===== config.mk =====
export PLATFORM = sky130hd
export DESIGN_NAME = dual_cmp_timer
export DESIGN_NICKNAME = d
export VERILOG_FILES = /design/src/rtl/dual_cmp_timer.sv
export SDC_FILE = /design/constraint.sdc
export NUM_CORES = 1
export LEC_CHECK = 0
export CAP_MARGIN = 40
export CORE_MARGIN = 4
export CORE_UTILIZATION = 54
export DETAILED_ROUTE_END_ITERATION = 7
export GPL_TIMING_DRIVEN = 0
export PLACE_DENSITY = 0.79
export SLEW_MARGIN = 20
export SYNTH_ARGS = -nofsm -noshare
export SYNTH_HDL_FRONTEND = slang
export SYNTH_SLANG_ARGS = --single-unit

===== constraint.sdc =====
create_clock -name clk -period 2.2 [get_ports clk]
set_input_delay 0.55 -clock clk [delete_from_list [all_inputs] [get_ports clk]]
set_output_delay 0.55 -clock clk [all_outputs]
set_load 0.01 [all_outputs]

===== src/rtl/dual_cmp_timer.sv =====
module dual_cmp_timer (
  input  logic       clk,
  input  logic       rst_n,
  input  logic       standby,
  input  logic       count_en,
  input  logic [1:0] cpu_addr,
  input  logic       cpu_rd,
  input  logic       cpu_wr,
  input  logic [7:0] cpu_wdata,
  output logic [7:0] cpu_rdata,
  output logic [3:0] ctl_sel
);
  localparam logic [7:0] CNT_MAX = 8'hFF;
  localparam logic [1:0] A_CNT = 2'd0, A_CMPA = 2'd1, A_CMPB = 2'd2, A_STAT = 2'd3;

  logic [7:0] cnt, cmp_a, cmp_b;
  logic [2:0] flg, arm;   // [2]=B, [1]=A, [0]=overflow
  logic [3:0] sel;

  wire [7:0] cnt_nx  = cnt + 8'd1;
  wire [2:0] hw_set  = {count_en && cnt_nx == cmp_b,
                        count_en && cnt_nx == cmp_a,
                        count_en && cnt == CNT_MAX};
  wire       stat_wr = cpu_wr && cpu_addr == A_STAT;
  wire       stat_rd = cpu_rd && cpu_addr == A_STAT;
  wire [2:0] sw_clr  = stat_wr ? (arm & ~cpu_wdata[7:5]) : 3'b000;

  always_ff @(posedge clk) begin
    if (!rst_n) begin
      cnt   <= 8'h00;
      cmp_a <= 8'hFF;
      cmp_b <= 8'hFF;
    end else begin
      if (count_en) cnt <= cnt_nx;
      if (cpu_wr && cpu_addr == A_CMPA) cmp_a <= cpu_wdata;
      if (cpu_wr && cpu_addr == A_CMPB) cmp_b <= cpu_wdata;
    end
  end

  always_ff @(posedge clk) begin
    if (!rst_n || standby) begin
      flg <= 3'b000;
      arm <= 3'b000;
      sel <= 4'h0;
    end else begin
      flg <= (flg & ~sw_clr) | hw_set;
      if (stat_wr) begin
        arm <= 3'b000;
        sel <= cpu_wdata[3:0];
      end else if (stat_rd) begin
        arm <= arm | flg;
      end
    end
  end

  always_comb begin
    case (cpu_addr)
      A_CNT:   cpu_rdata = cnt;
      A_CMPA:  cpu_rdata = cmp_a;
      A_CMPB:  cpu_rdata = cmp_b;
      default: cpu_rdata = {flg, 1'b1, sel};
    endcase
  end

  assign ctl_sel = sel;

  assert_no_sw_set_R5: assert property (@(posedge clk) disable iff (!rst_n)
    $past(rst_n) |-> ((flg & ~$past(flg) & ~$past(hw_set)) == 3'b000));

  assert_clear_needs_arm_R6: assert property (@(posedge clk) disable iff (!rst_n)
    ($past(rst_n) && !$past(standby)) |->
      ((~flg & $past(flg) & ~($past(arm) & {3{$past(stat_wr)}})) == 3'b000));

  assert_set_wins_R8: assert property (@(posedge clk) disable iff (!rst_n)
    ($past(rst_n) && !$past(standby)) |-> ((flg & $past(hw_set)) == $past(hw_set)));

  assert_standby_R2: assert property (@(posedge clk) disable iff (!rst_n)
    ($past(rst_n) && $past(standby)) |-> (flg == 3'b000 && arm == 3'b000 && sel == 4'h0));

  assert_bit4_R9: assert property (@(posedge clk) disable iff (!rst_n)
    (cpu_addr == A_STAT) |-> cpu_rdata[4]);

  assert_ovf_R4: assert property (@(posedge clk) disable iff (!rst_n)
    ($past(rst_n) && !$past(standby) && $past(count_en) && $past(cnt) == CNT_MAX) |-> flg[0]);
endmodule


# == Word level (Yosys, flattened, before mapping) ==
# Cells that the tools add are included.
# word_totals
word_cells,32
input_bits,16
reg_bits,34
out_inout_bits,12
# op_classes
eq_ne,6
add_sub_neg,1
bitwise,6
reduce_logical,11
n_mux,2
# op_table
operator,count
one-hot mux 8 bit (3 select lines),1
equality test 8 bit,2
adder 8 x 1 -> 8 bit (second input constant),1
equality test 8 bit (second input constant),1
logical AND 1 bit,7
AND 3 bit,2
NOT 3 bit,2
OR 3 bit,2
equality test 2 bit (second input constant),2
2-to-1 mux 3 bit,1
equality test 2 x 1 -> 1 bit (second input constant),1
zero test 2 bit,1
OR reduction 2 bit,1
zero test 1 bit,1
logical OR 1 bit,1

# == Depth between registers and ports, before layout ==
# Gate-level depths: netlist (run 1).
# logic_depth
ltp_word,6
ltp_mapped,7
ltp_nobuf,6

# == Worst setup path before layout (run 1) ==
# OpenSTA, ideal clock, no wires.
# synth_timing
path_kind,input -> output
start,in cpu_addr[0]
end,out cpu_rdata[0]
stages,2
slack_ns,0.348
t_required_ns,1.650
n_path_buf,1
arrival_time_ns,1.302
cell_sequence,buf_2 > mux4_2
# synth_via
elab_chain_len,2
word_cells_on_any_way,4
classes_between,eq/ne (2); mux (1); reduce/logical (1)
# synth_lines
item,line_no,rtl
"start, declared",6,"input logic [1:0] cpu_addr,"
"equality test 2 bit, or another cell as far along",57,case (cpu_addr)
one-hot mux 8 bit (3 select lines) *,57,
"end, declared",10,"output logic [7:0] cpu_rdata,"
# Every way passes the cells marked *; elsewhere a longest branch is shown, timed or not.

# == Final worst setup path (run 1) ==
# layout_timing
start,in cpu_addr[1]
end,out cpu_rdata[6]
# Same word-level chain as after synthesis.

==> reports/results.md, run 1 <==
* Peak supply drop: 0.404 mV
* TritonCTS clock tree: yes
* ratio of total power to cell area: 519 nW/µm²
* overall fraction of global-route tracks in use: 23.4%
* CTS H-tree depth: 2
* number of buffers added by the clock tree synthesis step: 5
* count of unique library cells instantiated by Yosys: 41
* total of max-cap violations: 0
* clock insertion delay at the later pin of the skew report: 0.35 ns
* Max Transition Viols Final: 0
* vias in the first global route: 1,587
* layout cells sized above 1: 13.7%
* cell type contributing the most total cell area after synthesis: sky130_fd_sc_hd__dfxtp_1
* Via density: 5.65
* Worst-path clk slew: 0.10 ns
* type of origin of the critical path: input port
* Rel. slew slack: 55.5%
* Cell Int Power: 0.865 mW
* core box area: 3420 µm²
* count of clock tree sinks: 34
* ys flop type: sky130_fd_sc_hd__dfxtp_1
* Setup Crit Path Kind: in2out
* post-synth top area share: 34.8%
* data arrival time of the critical path: 1.62 ns
* part of the total power dissipated in the clock network: 27.8%
* HPWL after DPL: 3.51 mm
* min Tclk post-route: 2.17 ns
* worst setup skew after layout: 0.00786 ns
* cells after synthesis: 227
* fin crit share: 98.6%
* crit path max-delay cell type: sky130_fd_sc_hd__mux4_1
* total via count after detailed routing: 1,740
* signed area change from the synthesized netlist to the final layout: 19.8%
* kind of capture point of the worst setup path: output port
* area of the mapped netlist: 1960 µm²
* Post-synth ARST share: 0%
* maximum number of pins on one net before global-route repair: 11
* Final Hold Fails: 0
* count of buffers inserted at the top-level ports: 25
* number of nets in the final layout: 279
* Worst Slack Setup Final: 0.0300 ns
* switching component of the power: 0.352 mW
* antenna-violating nets left: 0
* cell breakdown of the critical path: buf_2 -> mux4_1 -> dlygate4sd2_1
* portion of total power attributed to sequential cells: 54.2%
* wire length per cell after detailed routing: 15.7 µm
* drc violations: 0
* highest cell delay on the worst timing path: 0.59 ns
* Initial Utilization: 57.3%
* antenna violations before repair: 0
* drt first-iter violations: 132
* final setup vio count: 0
* Site Rows: 21
* root buffer cell: sky130_fd_sc_hd__clkbuf_4
* Initial DRT Pass Iterations: 4
* CP top delay family: multiplexers
* run status: finished clean
* Routability Congestion: 0.878
* Boundary Pins: 28
* diodes inserted: 0
* Die X: 68.2 µm
* commonest non-fill, non-tap cell in the layout: sky130_fd_sc_hd__nand2_1
* slew at the pin closest to its max-slew limit: 0.666 ns
* global-route wire length before repair: 8.00 mm
* number of flops mapped to enable cells by yosys: 0
* top post-synthesis cells by area: sky130_fd_sc_hd__dfxtp_1 35%, sky130_fd_sc_hd__nand2_1 7.5%, sky130_fd_sc_hd__xnor2_1 7.2%, sky130_fd_sc_hd__mux4_2 6.9%, sky130_fd_sc_hd__nand3_1 6.1%
* Hold Path Class: reg2reg
* count of yosys warnings during synthesis: 0
* combinational power share: 17.9%
* LEAKAGE: 0.940 nW
* data required time of the worst path: 1.65 ns
* remaining global-route overflow: 0
* routed wire length: 4.85 mm
* die height: 68.2 µm
* leading cell types in the layout, fill and taps excluded: 39 x sky130_fd_sc_hd__nand2_1, 34 x sky130_fd_sc_hd__dfxtp_1, 24 x sky130_fd_sc_hd__nand3_1, 16 x sky130_fd_sc_hd__xnor2_1, 16 x sky130_fd_sc_hd__clkdlybuf4s50_1
* Layout Cells excl Fill: 308
* worst path bufs/invs: 2
* floorplan die area: 4650 µm²
* switch share: 28.9%
* DP Worst Slack: -0.798 ns
* Clock Path Buffers: 2
* syn_nets: 244
* mean instance size in the synthesized netlist: 8.63 µm²
* max frequency: 0.461 GHz
* share of the yosys chip area belonging to registers: 34.8%
* CP Max Fanout: 6
* number of register bits inferred by synthesis: 34
* cell total after placement: 298
==> final timing paths <==
kind / start / end / slack, ns / cells past startpoint
setup reg to reg: cnt[0]$_SDFFE_PN0P_ / flg[2]$_SDFF_PP0_ / 0.27 / 5
setup / recovery: cpu_addr[1] / cpu_rdata[6] / 0.03 / 3
hold reg to reg: arm[1]$_SDFFE_PP0P_ / arm[1]$_SDFFE_PP0P_ / 0.48 / 2
hold / removal: arm[1]$_SDFFE_PP0P_ / arm[1]$_SDFFE_PP0P_ / 0.48 / 2
==> power by group through the flow <==
stage / registers (mW) / clock network, mW / logic [mW]
4_1_cts: 0.659 / 0.338 / 0.215
3_3_place_gp: 0.672 / 0 / 0.218
5_1_grt: 0.664 / 0.366 / 0.236
2_1_floorplan: 0.667 / 0 / 0.130
3_5_place_dp: 0.673 / 0 / 0.221
6_report: 0.660 / 0.338 / 0.218
==> sequential cells by signal, indices dropped and copies added (netlist names) <==
| name | flops |
|---|---|
| cmp_a | 8 |
| ctl_sel | 4 |
| flg | 3 |
| arm | 3 |
| cnt | 8 |
| cmp_b | 8 |
==> cell type report <==
class | count | area, µm²
plain buffers | 16 | 121
well taps | 46 | 57.6
clock buffers | 5 | 37.5
repair buffers | 29 | 260
fillers | 309 | 1070
inverters | 5 | 18.8
multi-input cells | 171 | 1160
clock inverters | 2 | 10.0
flip-flops and latches | 34 | 681
==> per-stage QoR <==
step	total power, mW	cell area [µm²]	hold slack [ns]	setup TNS, ns	util (%)
finish	1.22	2350	0.484	0	68.7
global placement	0.891	2270	0.452	-5.80	66.3
CTS	1.21	2330	0.487	0	68.4
detailed placement	0.894	2270	0.463	-5.77	66.3
floorplan	0.798	1960	0.437	0	-
global route	1.27	2350	0.516	-0.00115	68.7
==> cells by family after synthesis <==
| family | after synthesis | share of synthesized area [%] |
|---|---|---|
| fa+ha+maj | 1 | 0.639 |
| simple gates | 108 | 27.3 |
| compound gates | 24 | 8.56 |
| flops | 34 | 34.8 |
| buf+inv | 22 | 6.33 |
| mux | 12 | 10.8 |
| xor+xnor | 26 | 11.6 |
==> per-layer routing <==
| layer | track usage (%) | routed length (µm) | share of wire, % |
|---|---|---|---|
| met2 | 36.1 | 2280 | 47 |
| met3 | 4.43 | 237 | 4.9 |
| met1 | 32.1 | 2280 | 47 |
| met4 | 8.93 | 54 | 1.1 |
| met5 | 0 | 0 | 0 |
==> worst reg2reg max path, stage by stage, from the launching register on <==
cell and delay, ns:
sky130_fd_sc_hd__dfxtp_1 0.48, sky130_fd_sc_hd__ha_1 0.34, sky130_fd_sc_hd__nand3_1 0.19, sky130_fd_sc_hd__a311oi_1 0.42, sky130_fd_sc_hd__o2111ai_1 0.19, sky130_fd_sc_hd__o31ai_2 0.22
==> synth_stat cells, drive strengths merged (5+ instances only) <==
cell type / number
nand3: 25
buf: 10
mux4: 7
inv: 5
nor2: 12
xor2: 10
clkbuf: 7
and3: 6
dfxtp: 34
xnor2: 16
and2: 7
nand2: 39
mux2i: 5
==> what timing repair did <==
item,in CTS,in global routing
gates resized for setup,21,7
hold buffers,0,0
endpoints found under the setup margin,8,5
endpoints found under the hold margin,0,0
buffers inserted,3,1
Note: power is estimated with default switching activity, not from simulation.
==> inputs of run 2 (changes only) <==
- HOLD_SLACK_MARGIN: default -> 0.12
==> results of run 2 <==
Same layout as run 1: the final DEF is identical, and so are final timing and power.
==> inputs of run 3 (changes only) <==
- CAP_MARGIN: 40 -> default
- CORE_ASPECT_RATIO: default -> 0.5
==> run 3 against run 2 <==
Against the previous run:
- cell count increased by 1.9%
- register-to-register slack got worse by 0.03 ns
- setup slack better by 0.023 ns
- clock power increased by 76%
- sequential cell count unchanged
- utilization increased by 1.1 points
- largest power group unchanged
==> reports/results.md, run 3 (synthesized netlist as in run 1, its figures left out) <==
* run status: finished clean, unchanged
* Setup Crit Path Kind: in2out, unchanged
* Initial Utilization: 56.7%, was 57.3%
* slew at the pin closest to its max-slew limit: 0.667 ns, was 0.666 ns
* count of clock tree sinks: 34, unchanged
* final setup vio count: 0, unchanged
* fin crit share: 97.6%, was 98.6%
* count of buffers inserted at the top-level ports: 25, unchanged
* max frequency: 0.466 GHz, was 0.461 GHz
* drt first-iter violations: 135, was 132
* Die X: 93.2 µm, was 68.2 µm
* Worst-path clk slew: 0.07 ns, was 0.10 ns
* worst setup skew after layout: 0.00312 ns, was 0.00786 ns
* LEAKAGE: 0.974 nW, was 0.940 nW
* crit path max-delay cell type: sky130_fd_sc_hd__mux4_1, unchanged
* CP top delay family: multiplexers, unchanged
* CP Max Fanout: 6, unchanged
* Via density: 5.66, was 5.65
* number of nets in the final layout: 280, was 279
* HPWL after DPL: 3.62 mm, was 3.51 mm
* ratio of total power to cell area: 612 nW/µm², was 519 nW/µm²
* Clock Path Buffers: 2, unchanged
* Site Rows: 15, was 21
* data arrival time of the critical path: 1.60 ns, was 1.62 ns
* total via count after detailed routing: 1,776, was 1,740
* Fin Hold WS: 0.471 ns, was 0.484 ns
* final design area excluding fillers: 2410 µm², was 2350 µm²
* floorplan die area: 4710 µm², was 4650 µm²
* min Tclk post-route: 2.15 ns, was 2.17 ns
* multi-input combinational cell area: 1160 µm², about the same
* uppermost layer routed: met4, unchanged
* antenna-violating nets left: 0, unchanged
* remaining global-route overflow: 0, unchanged
* Max Transition Viols Final: 0, unchanged
* total of max-cap violations: 0, unchanged
* biggest regs: cmp_a: 8 flops, cmp_b: 8 flops, cnt: 8 flops, unchanged
* Routability Congestion: 0.927, was 0.878
* switching component of the power: 0.364 mW, was 0.352 mW
* switch share: 24.7%, was 28.9%
* RSZ-0062 raised after global routing: false
* overall fraction of global-route tracks in use: 22.9%, was 23.4%
* CTS H-tree depth: 2, unchanged
* Hold Path Class: reg2reg, unchanged
* Peak supply drop: 0.357 mV, was 0.404 mV
* DP Worst Slack: -0.784 ns, was -0.798 ns
* portion of total power attributed to sequential cells: 44.9%, was 54.2%
* routed wire length: 5.01 mm, was 4.85 mm
* Worst Slack Setup Final: 0.0532 ns, was 0.0300 ns
* Final Hold Fails: 0, unchanged
* leading cell types in the layout, fill and taps excluded: 39 x sky130_fd_sc_hd__nand2_1, 34 x sky130_fd_sc_hd__dfxtp_1, 24 x sky130_fd_sc_hd__nand3_1, 16 x sky130_fd_sc_hd__xnor2_1, 16 x sky130_fd_sc_hd__clkdlybuf4s50_1, unchanged
* signed area change from the synthesized netlist to the final layout: 23.0%, was 19.8%
* Setup Total Neg Slack: 0 ns, unchanged
* diodes inserted: 0, unchanged
* maximum number of pins on one net before global-route repair: 11, unchanged
* wire length per cell after detailed routing: 15.9 µm, was 15.7 µm
* kind of capture point of the worst setup path: output port, unchanged
* met1 routed wirelength after detailed routing: 2.21 mm, was 2.28 mm
* clock insertion delay at the later pin of the skew report: 0.29 ns, was 0.35 ns
* combinational power share: 14.9%, was 17.9%
* metal3 WL: 503 µm, was 237 µm
* layout cells sized above 1: 14.1%, was 13.7%
* highest cell delay on the worst timing path: 0.57 ns, was 0.59 ns
* data required time of the worst path: 1.65 ns, about the same
* Boundary Pins: 28, unchanged
* Cell Int Power: 1.11 mW, was 0.865 mW
* part of the total power dissipated in the clock network: 40.3%, was 27.8%
* worst path bufs/invs: 2, unchanged
* placed cell areas: 2270 µm², about the same
* global-route wire length before repair: 8.10 mm, was 8.00 mm
* Post-CTS Hold Fix Bufs: 0, unchanged
* antenna violations before repair: 0, unchanged
* TritonCTS clock tree: yes, unchanged
* type of origin of the critical path: input port, unchanged
* cell breakdown of the critical path: buf_2 -> mux4_1 -> dlygate4sd2_1, unchanged
* root buffer cell: sky130_fd_sc_hd__clkbuf_8, was sky130_fd_sc_hd__clkbuf_4
* Rel. slew slack: 55.4%, was 55.5%
* commonest non-fill, non-tap cell in the layout: sky130_fd_sc_hd__nand2_1, unchanged
* drc violations: 0, unchanged
* die height: 50.6 µm, was 68.2 µm
* Initial DRT Pass Iterations: 6, was 4
* combined flip-flop and latch cell area: 681 µm², unchanged
* met2 layer wire length in the routed design: 2.21 mm, was 2.28 mm
* number of buffers added by the clock tree synthesis step: 5, unchanged
* filler instances: 286, was 309
* vias in the first global route: 1,682, was 1,587
* core box area: 3450 µm², was 3420 µm²
-- run 3: cell count changes in the layout (fill, tap and decap cells not counted), sizes merged --
cell,before,now
clkbuf,13,15
clkdlybuf4s15,2,0
clkinv,2,0
buf,15,16
bufinv,0,1
dlygate4sd2,4,5
-- run 3: power groups by stage --
| stage | sequential, mW | combinational, mW | clock, mW |
|---|---|---|---|
| finish | 0.662 | 0.219 | 0.594 |
| detailed placement | 0.674 | 0.223 | 0 |
| floorplan | 0.667 | 0.130 | 0 |
| CTS | 0.660 | 0.219 | 0.602 |
| global placement | 0.673 | 0.218 | 0 |
| global route | 0.664 | 0.239 | 0.636 |
-- run 3: repair_timing --
action,CTS,global route
setup buffers,4,0
endpoints found under the hold margin,0,0
endpoints found under the setup margin,8,2
resized for setup,21,4
pin swaps,0,0
-- run 3: tightest hold or removal path, stage by stage (launching register included) --
cell and delay, ns:
sky130_fd_sc_hd__dfxtp_1 0.33, sky130_fd_sc_hd__a21oi_1 0.04, sky130_fd_sc_hd__nor2_1 0.07
-- run 3: cell type report --
cell class	count	share of cell area, %
tap	51	2.65
inverter	5	0.779
timing repair buffer	29	10.5
multi-input combinational	171	48.1
buffer	17	4.99
sequential	34	28.3
clock buffer	6	3.43
clock inverter	1	1.25
-- run 3: worst paths after layout --
| kind | from | endpoint | slack, ns | cells past startpoint |
|---|---|---|---|---|
| max | cpu_addr[1] | cpu_rdata[6] | 0.05 | 3 |
| min | arm[2]$_SDFFE_PP0P_ | arm[2]$_SDFFE_PP0P_ | 0.47 | 2 |
| max reg2reg | cnt[0]$_SDFFE_PN0P_ | flg[2]$_SDFF_PP0_ | 0.24 | 6 |
| min reg2reg | arm[2]$_SDFFE_PP0P_ | arm[2]$_SDFFE_PP0P_ | 0.47 | 2 |
-- run 3: layer usage --
metal  vias up  GRT usage (%)
met4         0           9.73
met1       832           30.9
met2        66           34.0
met5         -              0
met3        11           7.04
li1        867              -
-- run 3: stage by stage --
| stage | power [mW] | std cells | utilization (%) |
|---|---|---|---|
| floorplan | 0.798 | 227 | - |
| global placement | 0.891 | 303 | 65.8 |
| detailed placement | 0.897 | 303 | 65.8 |
| CTS | 1.48 | 314 | 69.9 |
| global route | 1.54 | 314 | 69.7 |
| finish | 1.47 | 314 | 69.7 |
